File: config.mk
export PLATFORM = sky130hd
export DESIGN_NAME = i2c_ee_write
export DESIGN_NICKNAME = d
export VERILOG_FILES = /design/src/rtl/i2c_ee_pkg.sv /design/src/rtl/i2c_ee_bus_mon.sv /design/src/rtl/i2c_ee_page_store.sv /design/src/rtl/i2c_ee_ctrl.sv /design/src/rtl/i2c_ee_write.sv
export SDC_FILE = /design/constraint.sdc
export NUM_CORES = 2
export LEC_CHECK = 0
export BUFFER_PORTS_ARGS = -buffer_cell sky130_fd_sc_hd__clkbuf_2
export CORE_UTILIZATION = 60
export CTS_CLUSTER_DIAMETER = 120
export CTS_CLUSTER_SIZE = 25
export DETAILED_ROUTE_END_ITERATION = 16
export GPL_TIMING_DRIVEN = 0
export PLACE_DENSITY = 0.73
export SYNTH_ARGS = -nofsm -noshare
export SYNTH_HDL_FRONTEND = slang
export SYNTH_SLANG_ARGS = --single-unit
File: constraint.sdc
create_clock -name clk_i -period 3.32 [get_ports clk_i]
set_input_delay 0.332 -clock clk_i [delete_from_list [all_inputs] [get_ports clk_i]]
set_output_delay 0.332 -clock clk_i [all_outputs]
set_load 0.05 [all_outputs]
File: src/rtl/i2c_ee_pkg.sv
package i2c_ee_pkg;
  typedef enum logic [2:0] {
    ST_IDLE, ST_DEV, ST_ADRH, ST_ADRL, ST_DATA, ST_SKIP, ST_BUSY
  } ee_state_e;

  localparam logic [3:0] DEV_TYPE = 4'b1010;
  localparam logic [3:0] BIT_ACK  = 4'd8;
  localparam logic [3:0] BIT_REL  = 4'd9;
endpackage

File: src/rtl/i2c_ee_bus_mon.sv
module i2c_ee_bus_mon (
  input  logic clk_i,
  input  logic rst_ni,
  input  logic scl_i,
  input  logic sda_i,
  output logic scl_rise_o,
  output logic scl_fall_o,
  output logic start_o,
  output logic stop_o
);
  logic scl_q, sda_q;

  always_ff @(posedge clk_i or negedge rst_ni) begin
    if (!rst_ni) begin
      scl_q <= 1'b1;
      sda_q <= 1'b1;
    end else begin
      scl_q <= scl_i;
      sda_q <= sda_i;
    end
  end

  assign scl_rise_o = scl_i & ~scl_q;
  assign scl_fall_o = ~scl_i & scl_q;
  assign start_o    = scl_i & scl_q & sda_q & ~sda_i;
  assign stop_o     = scl_i & scl_q & ~sda_q & sda_i;
endmodule

File: src/rtl/i2c_ee_page_store.sv
module i2c_ee_page_store #(
  parameter int MEM_AW  = 8,
  parameter int PAGE_AW = 6
) (
  input  logic                      clk_i,
  input  logic                      rst_ni,
  input  logic                      clr_i,
  input  logic                      wr_en_i,
  input  logic [PAGE_AW-1:0]        wr_off_i,
  input  logic [7:0]                wr_data_i,
  input  logic                      commit_i,
  input  logic [MEM_AW-PAGE_AW-1:0] page_i,
  input  logic [MEM_AW-1:0]         raddr_i,
  output logic [7:0]                rdata_o
);
  localparam int PAGE = 1 << PAGE_AW;
  localparam int MEM  = 1 << MEM_AW;
  localparam logic [PAGE_AW-1:0] IDX_ONE = 1;

  logic [7:0]                pbuf [PAGE];
  logic [7:0]                mem  [MEM];
  logic [PAGE-1:0]           vld_q;
  logic                      active_q;
  logic [PAGE_AW-1:0]        idx_q;
  logic [MEM_AW-PAGE_AW-1:0] base_q;

  always_ff @(posedge clk_i) begin
    if (wr_en_i) pbuf[wr_off_i] <= wr_data_i;
  end

  always_ff @(posedge clk_i or negedge rst_ni) begin
    if (!rst_ni) begin
      vld_q    <= '0;
      active_q <= 1'b0;
      idx_q    <= '0;
      base_q   <= '0;
    end else if (commit_i) begin
      active_q <= 1'b1;
      idx_q    <= '0;
      base_q   <= page_i;
    end else if (active_q) begin
      idx_q <= idx_q + IDX_ONE;
      if (&idx_q) begin
        active_q <= 1'b0;
        vld_q    <= '0;
      end
    end else if (clr_i) begin
      vld_q <= '0;
    end else if (wr_en_i) begin
      vld_q[wr_off_i] <= 1'b1;
    end
  end

  // array sweeps the page one offset per clock during the write cycle
  always_ff @(posedge clk_i or negedge rst_ni) begin
    if (!rst_ni) begin
      for (int i = 0; i < MEM; i++) mem[i] <= '0;
    end else if (active_q && vld_q[idx_q]) begin
      mem[{base_q, idx_q}] <= pbuf[idx_q];
    end
  end

  assign rdata_o = mem[raddr_i];
endmodule

File: src/rtl/i2c_ee_ctrl.sv
module i2c_ee_ctrl
  import i2c_ee_pkg::*;
#(
  parameter int MEM_AW    = 8,
  parameter int PAGE_AW   = 6,
  parameter int TW_CYCLES = 300
) (
  input  logic                      clk_i,
  input  logic                      rst_ni,
  input  logic                      scl_rise_i,
  input  logic                      scl_fall_i,
  input  logic                      start_i,
  input  logic                      stop_i,
  input  logic                      sda_i,
  input  logic                      wc_i,
  input  logic [2:0]                ce_i,
  output logic                      sda_oe_o,
  output logic                      busy_o,
  output logic [15:0]               addr_cnt_o,
  output logic                      wr_en_o,
  output logic [PAGE_AW-1:0]        wr_off_o,
  output logic [7:0]                wr_data_o,
  output logic                      clr_o,
  output logic                      commit_o,
  output logic [MEM_AW-PAGE_AW-1:0] page_o
);
  localparam int PAGE   = 1 << PAGE_AW;
  localparam int TW_EFF = (TW_CYCLES > PAGE) ? TW_CYCLES : PAGE + 1;
  localparam int TW_W   = $clog2(TW_EFF + 1);
  localparam logic [PAGE_AW-1:0] OFF_ONE = 1;
  localparam logic [TW_W-1:0]    TW_ONE  = 1;

  ee_state_e            state_q;
  logic [3:0]           cnt_q;
  logic [7:0]           sh_q;
  logic [7:0]           adr_msb_q;
  logic [15-PAGE_AW:0]  page_q;
  logic [PAGE_AW-1:0]   off_q;
  logic [15:0]          last_q;
  logic                 wc_seen_q;
  logic                 have_data_q;
  logic [TW_W-1:0]      tw_q;
  logic                 sel_ok;

  assign sel_ok = (sh_q[7:4] == DEV_TYPE) && (sh_q[3:1] == ce_i) && !sh_q[0];
  assign busy_o = (state_q == ST_BUSY);
  assign page_o = page_q[MEM_AW-PAGE_AW-1:0];

  always_ff @(posedge clk_i or negedge rst_ni) begin
    if (!rst_ni) begin
      state_q     <= ST_IDLE;
      cnt_q       <= '0;
      sh_q        <= '0;
      adr_msb_q   <= '0;
      page_q      <= '0;
      off_q       <= '0;
      last_q      <= '0;
      wc_seen_q   <= 1'b0;
      have_data_q <= 1'b0;
      tw_q        <= '0;
      sda_oe_o    <= 1'b0;
      addr_cnt_o  <= '0;
      wr_en_o     <= 1'b0;
      wr_off_o    <= '0;
      wr_data_o   <= '0;
      clr_o       <= 1'b0;
      commit_o    <= 1'b0;
    end else begin
      wr_en_o  <= 1'b0;
      clr_o    <= 1'b0;
      commit_o <= 1'b0;
      if (state_q == ST_BUSY) begin
        if (tw_q == TW_ONE) begin
          state_q    <= ST_IDLE;
          addr_cnt_o <= last_q + 16'd1;
        end else begin
          tw_q <= tw_q - TW_ONE;
        end
      end else if (start_i) begin
        state_q     <= ST_DEV;
        cnt_q       <= '0;
        sda_oe_o    <= 1'b0;
        wc_seen_q   <= wc_i;
        have_data_q <= 1'b0;
        clr_o       <= 1'b1;
      end else if (stop_i) begin
        sda_oe_o <= 1'b0;
        // one SCL rise after the ACK clock is the 10th slot
        if (state_q == ST_DATA && cnt_q == 4'd1 && have_data_q && !wc_seen_q) begin
          state_q  <= ST_BUSY;
          tw_q     <= TW_W'(TW_EFF);
          commit_o <= 1'b1;
        end else begin
          state_q <= ST_IDLE;
          clr_o   <= 1'b1;
        end
      end else begin
        if ((state_q inside {ST_DEV, ST_ADRH, ST_ADRL}) && wc_i) wc_seen_q <= 1'b1;
        if (scl_rise_i && (state_q inside {ST_DEV, ST_ADRH, ST_ADRL, ST_DATA})) begin
          if (cnt_q < BIT_ACK) sh_q <= {sh_q[6:0], sda_i};
          if (cnt_q < BIT_REL) cnt_q <= cnt_q + 4'd1;
        end
        if (scl_fall_i && (state_q inside {ST_DEV, ST_ADRH, ST_ADRL, ST_DATA})) begin
          if (cnt_q == BIT_ACK) begin
            unique case (state_q)
              ST_DEV: begin
                sda_oe_o <= sel_ok;
                state_q  <= sel_ok ? ST_ADRH : ST_SKIP;
              end
              ST_ADRH: begin
                sda_oe_o  <= 1'b1;
                adr_msb_q <= sh_q;
                state_q   <= ST_ADRL;
              end
              ST_ADRL: begin
                sda_oe_o          <= 1'b1;
                {page_q, off_q}   <= {adr_msb_q, sh_q};
                state_q           <= ST_DATA;
              end
              default: begin
                if (!wc_seen_q) begin
                  sda_oe_o    <= 1'b1;
                  wr_en_o     <= 1'b1;
                  wr_off_o    <= off_q;
                  wr_data_o   <= sh_q;
                  last_q      <= {page_q, off_q};
                  off_q       <= off_q + OFF_ONE;
                  have_data_q <= 1'b1;
                end
              end
            endcase
          end else if (cnt_q == BIT_REL) begin
            sda_oe_o <= 1'b0;
            cnt_q    <= '0;
          end
        end
      end
    end
  end
endmodule

File: src/rtl/i2c_ee_write.sv
module i2c_ee_write #(
  parameter int MEM_AW    = 8,
  parameter int PAGE_AW   = 6,
  parameter int TW_CYCLES = 300
) (
  input  logic              clk_i,
  input  logic              rst_ni,
  input  logic              scl_i,
  input  logic              sda_i,
  input  logic              wc_i,
  input  logic [2:0]        ce_i,
  output logic              sda_oe_o,
  output logic              busy_o,
  output logic [15:0]       addr_cnt_o,
  input  logic [MEM_AW-1:0] mem_raddr_i,
  output logic [7:0]        mem_rdata_o
);
  logic scl_rise, scl_fall, start, stop;
  logic wr_en, clr, commit;
  logic [PAGE_AW-1:0]        wr_off;
  logic [7:0]                wr_data;
  logic [MEM_AW-PAGE_AW-1:0] page;

  i2c_ee_bus_mon u_mon (
    .clk_i, .rst_ni, .scl_i, .sda_i,
    .scl_rise_o(scl_rise), .scl_fall_o(scl_fall),
    .start_o(start), .stop_o(stop)
  );

  i2c_ee_ctrl #(.MEM_AW(MEM_AW), .PAGE_AW(PAGE_AW), .TW_CYCLES(TW_CYCLES)) u_ctrl (
    .clk_i, .rst_ni,
    .scl_rise_i(scl_rise), .scl_fall_i(scl_fall),
    .start_i(start), .stop_i(stop),
    .sda_i, .wc_i, .ce_i,
    .sda_oe_o, .busy_o, .addr_cnt_o,
    .wr_en_o(wr_en), .wr_off_o(wr_off), .wr_data_o(wr_data),
    .clr_o(clr), .commit_o(commit), .page_o(page)
  );

  i2c_ee_page_store #(.MEM_AW(MEM_AW), .PAGE_AW(PAGE_AW)) u_store (
    .clk_i, .rst_ni,
    .clr_i(clr), .wr_en_i(wr_en), .wr_off_i(wr_off), .wr_data_i(wr_data),
    .commit_i(commit), .page_i(page),
    .raddr_i(mem_raddr_i), .rdata_o(mem_rdata_o)
  );
endmodule

==> impl_metrics.toml <==
[setup_path]
r2r-start = "u_store.idx_q[0]"
crit_arrival_ns = 3.68
path_class = "in2out"
startpoint_type = "input port"
worstSetupStartpoint = "mem_raddr_i[5]"
worst-endpoint-required_ns = 2.99
path_max_fanout = 10
cp-end-kind = "primary output"

[run_status]
violations = "max-capacitance violations, negative setup slack"
status = "finished, violations left"

[clocking]
clk_latency_ns = 0.90
root_buffer = "clkbuf_16"
numClockSinks = 2729
clockBufferDepth = 3
htree_levels = 3
cts_tree = "done"
clk_pin_slew_ns = 0.10
numCtsBuffers = 119

[global_route]
grt_start_max_net_pins = 122
grt_usage = 0.444
grt_overflow = 0
grt_pass1_vias = 78000
antenna_found_initial = 40
grt_pass1_wl_um = 637000

[logic_synthesis]
synthesis.instances = 7640
yosys.area.top_type = "dfrtp_1"
yosysSeqAreaShare = 0.564
synth_most_common_cell = "dfrtp_1"
synth_top_family_by_area = "multiplexers"
synthTopCellsByArea = "dfrtp_1, mux2_2, edfxtp_1"
synth_xor_area_frac = 0.00174
netlist.area_leader.share = 0.441
synthSimpleGateAreaFrac = 0.0464
ys.flop_type = "dfrtp_1"
synth_fp_nets = 7668
synth_common_cells = "dfrtp_1, mux2_2, mux4_2, edfxtp_1, mux2_4"
synth_area_per_cell_um2 = 16.4
synth-adder-area-share = 0.00120
synth-seq-cells = 2729
synth_edf_count = 512
synth_mux_area_frac = 0.322
synth_compound_area_frac = 0.0277
async_reset_ff_frac = 0.812
yosys.cell_types.count = 68
syn_area_um2 = 126000
yosysWarningCount = 0

[timing]
fin_crit_ns = 4.01
worstMarginPinSlew_ns = 1.49
hold_viol_final = 0
max_freq_mhz = 249
relSlewSlack = 0.00534
final.setup.worst_slack_ns = -0.693
finalSetupViolCount = 2128
fin_worst_skew_ns = 0.0490
post-route-period-util = 1.21
drv_slew = 0
timing.hold.ws_ns = 0.185
rsz0062_at_grt = "true"

[place]
io_buffers = 38
pre_cts_ws_ns = -3.56
place_congestion = 1.02
hpwl_um = 317000

[pwr]
ir_worst_vdd_mv = 0.474
total_power_mw = 56.6
leakage_nw = 65.6
power_density_nw_per_um2 = 389

[final_layout]
syn2layout_area_growth_pct = 15.7
layout.nets = 8253
drive_above_1_share = 0.529

[routing]
wirelength_um = 471000
vias = 79600
viasPerCell = 7.19
wire_per_inst_um = 42.5
drc_errors = 0
drtPass1Iterations = 6
drt_first_iter_violations = 11500
ant_nets = 0

[worst_hold_path]
min_path_type = "in2reg"
hold_start = "sda_i"

[floorplanning]
fp.dieH_um = 460
die_x_um = 460
start_util = 0.605
dieArea_um2 = 211000
io_pins = 42
core_um2 = 207000
num_rows = 167

[job]
cap_violations = 1
state kept, by name, summed over array words and instances (netlist names), 9 cells and up:
name and count:
u_store.mem 2048, u_store.vld_q 64, u_ctrl.last_q 16, u_ctrl.tw_q 9
u_ctrl.addr_cnt_o 16, u_ctrl.page_q 10, u_store.pbuf 512
layout make-up:
cell class | count | area, µm²
antenna | 26 | 65.1
sequential | 2729 | 70900
clock inverter | 5 | 106
fill | 13300 | 62200
buffer | 695 | 7850
tap | 2788 | 3490
timing repair buffer | 480 | 7350
inverter | 19 | 80.1
multi-input combinational | 4181 | 52300
clock buffer | 149 | 3130
critical path, stage by stage:
cell and delay, ns:
clkbuf_2 0.16, clkbuf_4 0.35, clkbuf_8 0.31, nand2_2 0.23
clkbuf_2 0.32, o211ai_1 0.67, a211oi_4 0.19, nor4_4 0.74
clkbuf_8 0.33
logic make-up (layout without fill, tap and decap cells):
kind of cell               Yosys count  after routing
muxes                             2876           2876
DFF                               2729           2729
and+or+nand+nor                    743            743
buffers and inverters              730           1348
AOI/OAI and AO/OA                  525            525
xor gates and xnor gates            25             25
adders and majority gates           12             12
other                                0             26
through the flow:
stage | std cells | utilization | cell area [µm²] | setup TNS [ns]
6_report | 11100 | 0.700 | 145000 | -481.70
3_5_place_dp | 10500 | 0.631 | 131000 | -2256.53
5_1_grt | 11100 | 0.700 | 145000 | -535.08
3_3_place_gp | 10500 | 0.624 | 129000 | -
2_1_floorplan | 7640 | - | 126000 | 0
4_1_cts | 10900 | 0.686 | 142000 | -440.80
cell usage in the layout (no fill, tap or decap), types with 19 or more instances in the layout:
master / Yosys / layout
a21oi_1: 145 / 107
a21oi_2: 0 / 28
a22o_1: 29 / 24
a22oi_1: 110 / 64
a22oi_2: 0 / 46
buf_12: 2 / 229
buf_16: 0 / 84
buf_2: 158 / 75
buf_4: 104 / 260
buf_6: 164 / 155
buf_8: 1 / 47
clkbuf_1: 189 / 89
clkbuf_16: 0 / 191
clkbuf_2: 49 / 82
clkbuf_4: 0 / 40
clkbuf_8: 0 / 46
dfrtp_1: 2215 / 2203
diode_2: 0 / 26
edfxtp_1: 512 / 512
mux2_2: 1821 / 1746
mux2_4: 273 / 348
mux2i_1: 135 / 127
mux4_2: 628 / 631
nand2_1: 82 / 73
nand3_1: 37 / 19
nor2_1: 193 / 174
nor4_4: 120 / 136
o21ai_0: 44 / 41
o22ai_1: 70 / 56
or3_1: 133 / 133
per-layer routing:
layer	GRT usage	vias to the layer above	routed length, µm
li1	-	30100	-
met1	0.605	42800	174000
met2	0.594	5392	193000
met3	0.183	1261	68800
met4	0.263	32	33700
met5	0.00528	-	477
report_power, final:
part / switching (mW) / internal, mW
clock network: 10.9 / 6.70
logic: 3.20 / 1.38
registers: 0.196 / 34.2
final timing paths:
kind                                       end  slack (ns)  cells past startpoint
max in group asynchronous     u_store.idx_q[1]        0.44                      9
min                                u_mon.sda_q        0.19                      2
max reg2reg                  u_store.mem[1764]       -0.39                     12
min reg2reg                u_ctrl.adr_msb_q[0]        0.49                      2
max                             mem_rdata_o[5]       -0.69                      9
min in group asynchronous     u_store.mem[561]        0.32                      3
repair_timing:
item / CTS / global route
hold buffers: 5 / 0
pin swaps: 177 / 80
endpoints found under the hold margin: 99 / 0
endpoints found under the setup margin: 2245 / 2608
gates resized for setup: 1096 / 342
buffers inserted: 228 / 83
gates cloned: 27 / 46
(Power assumes the default switching activity.)
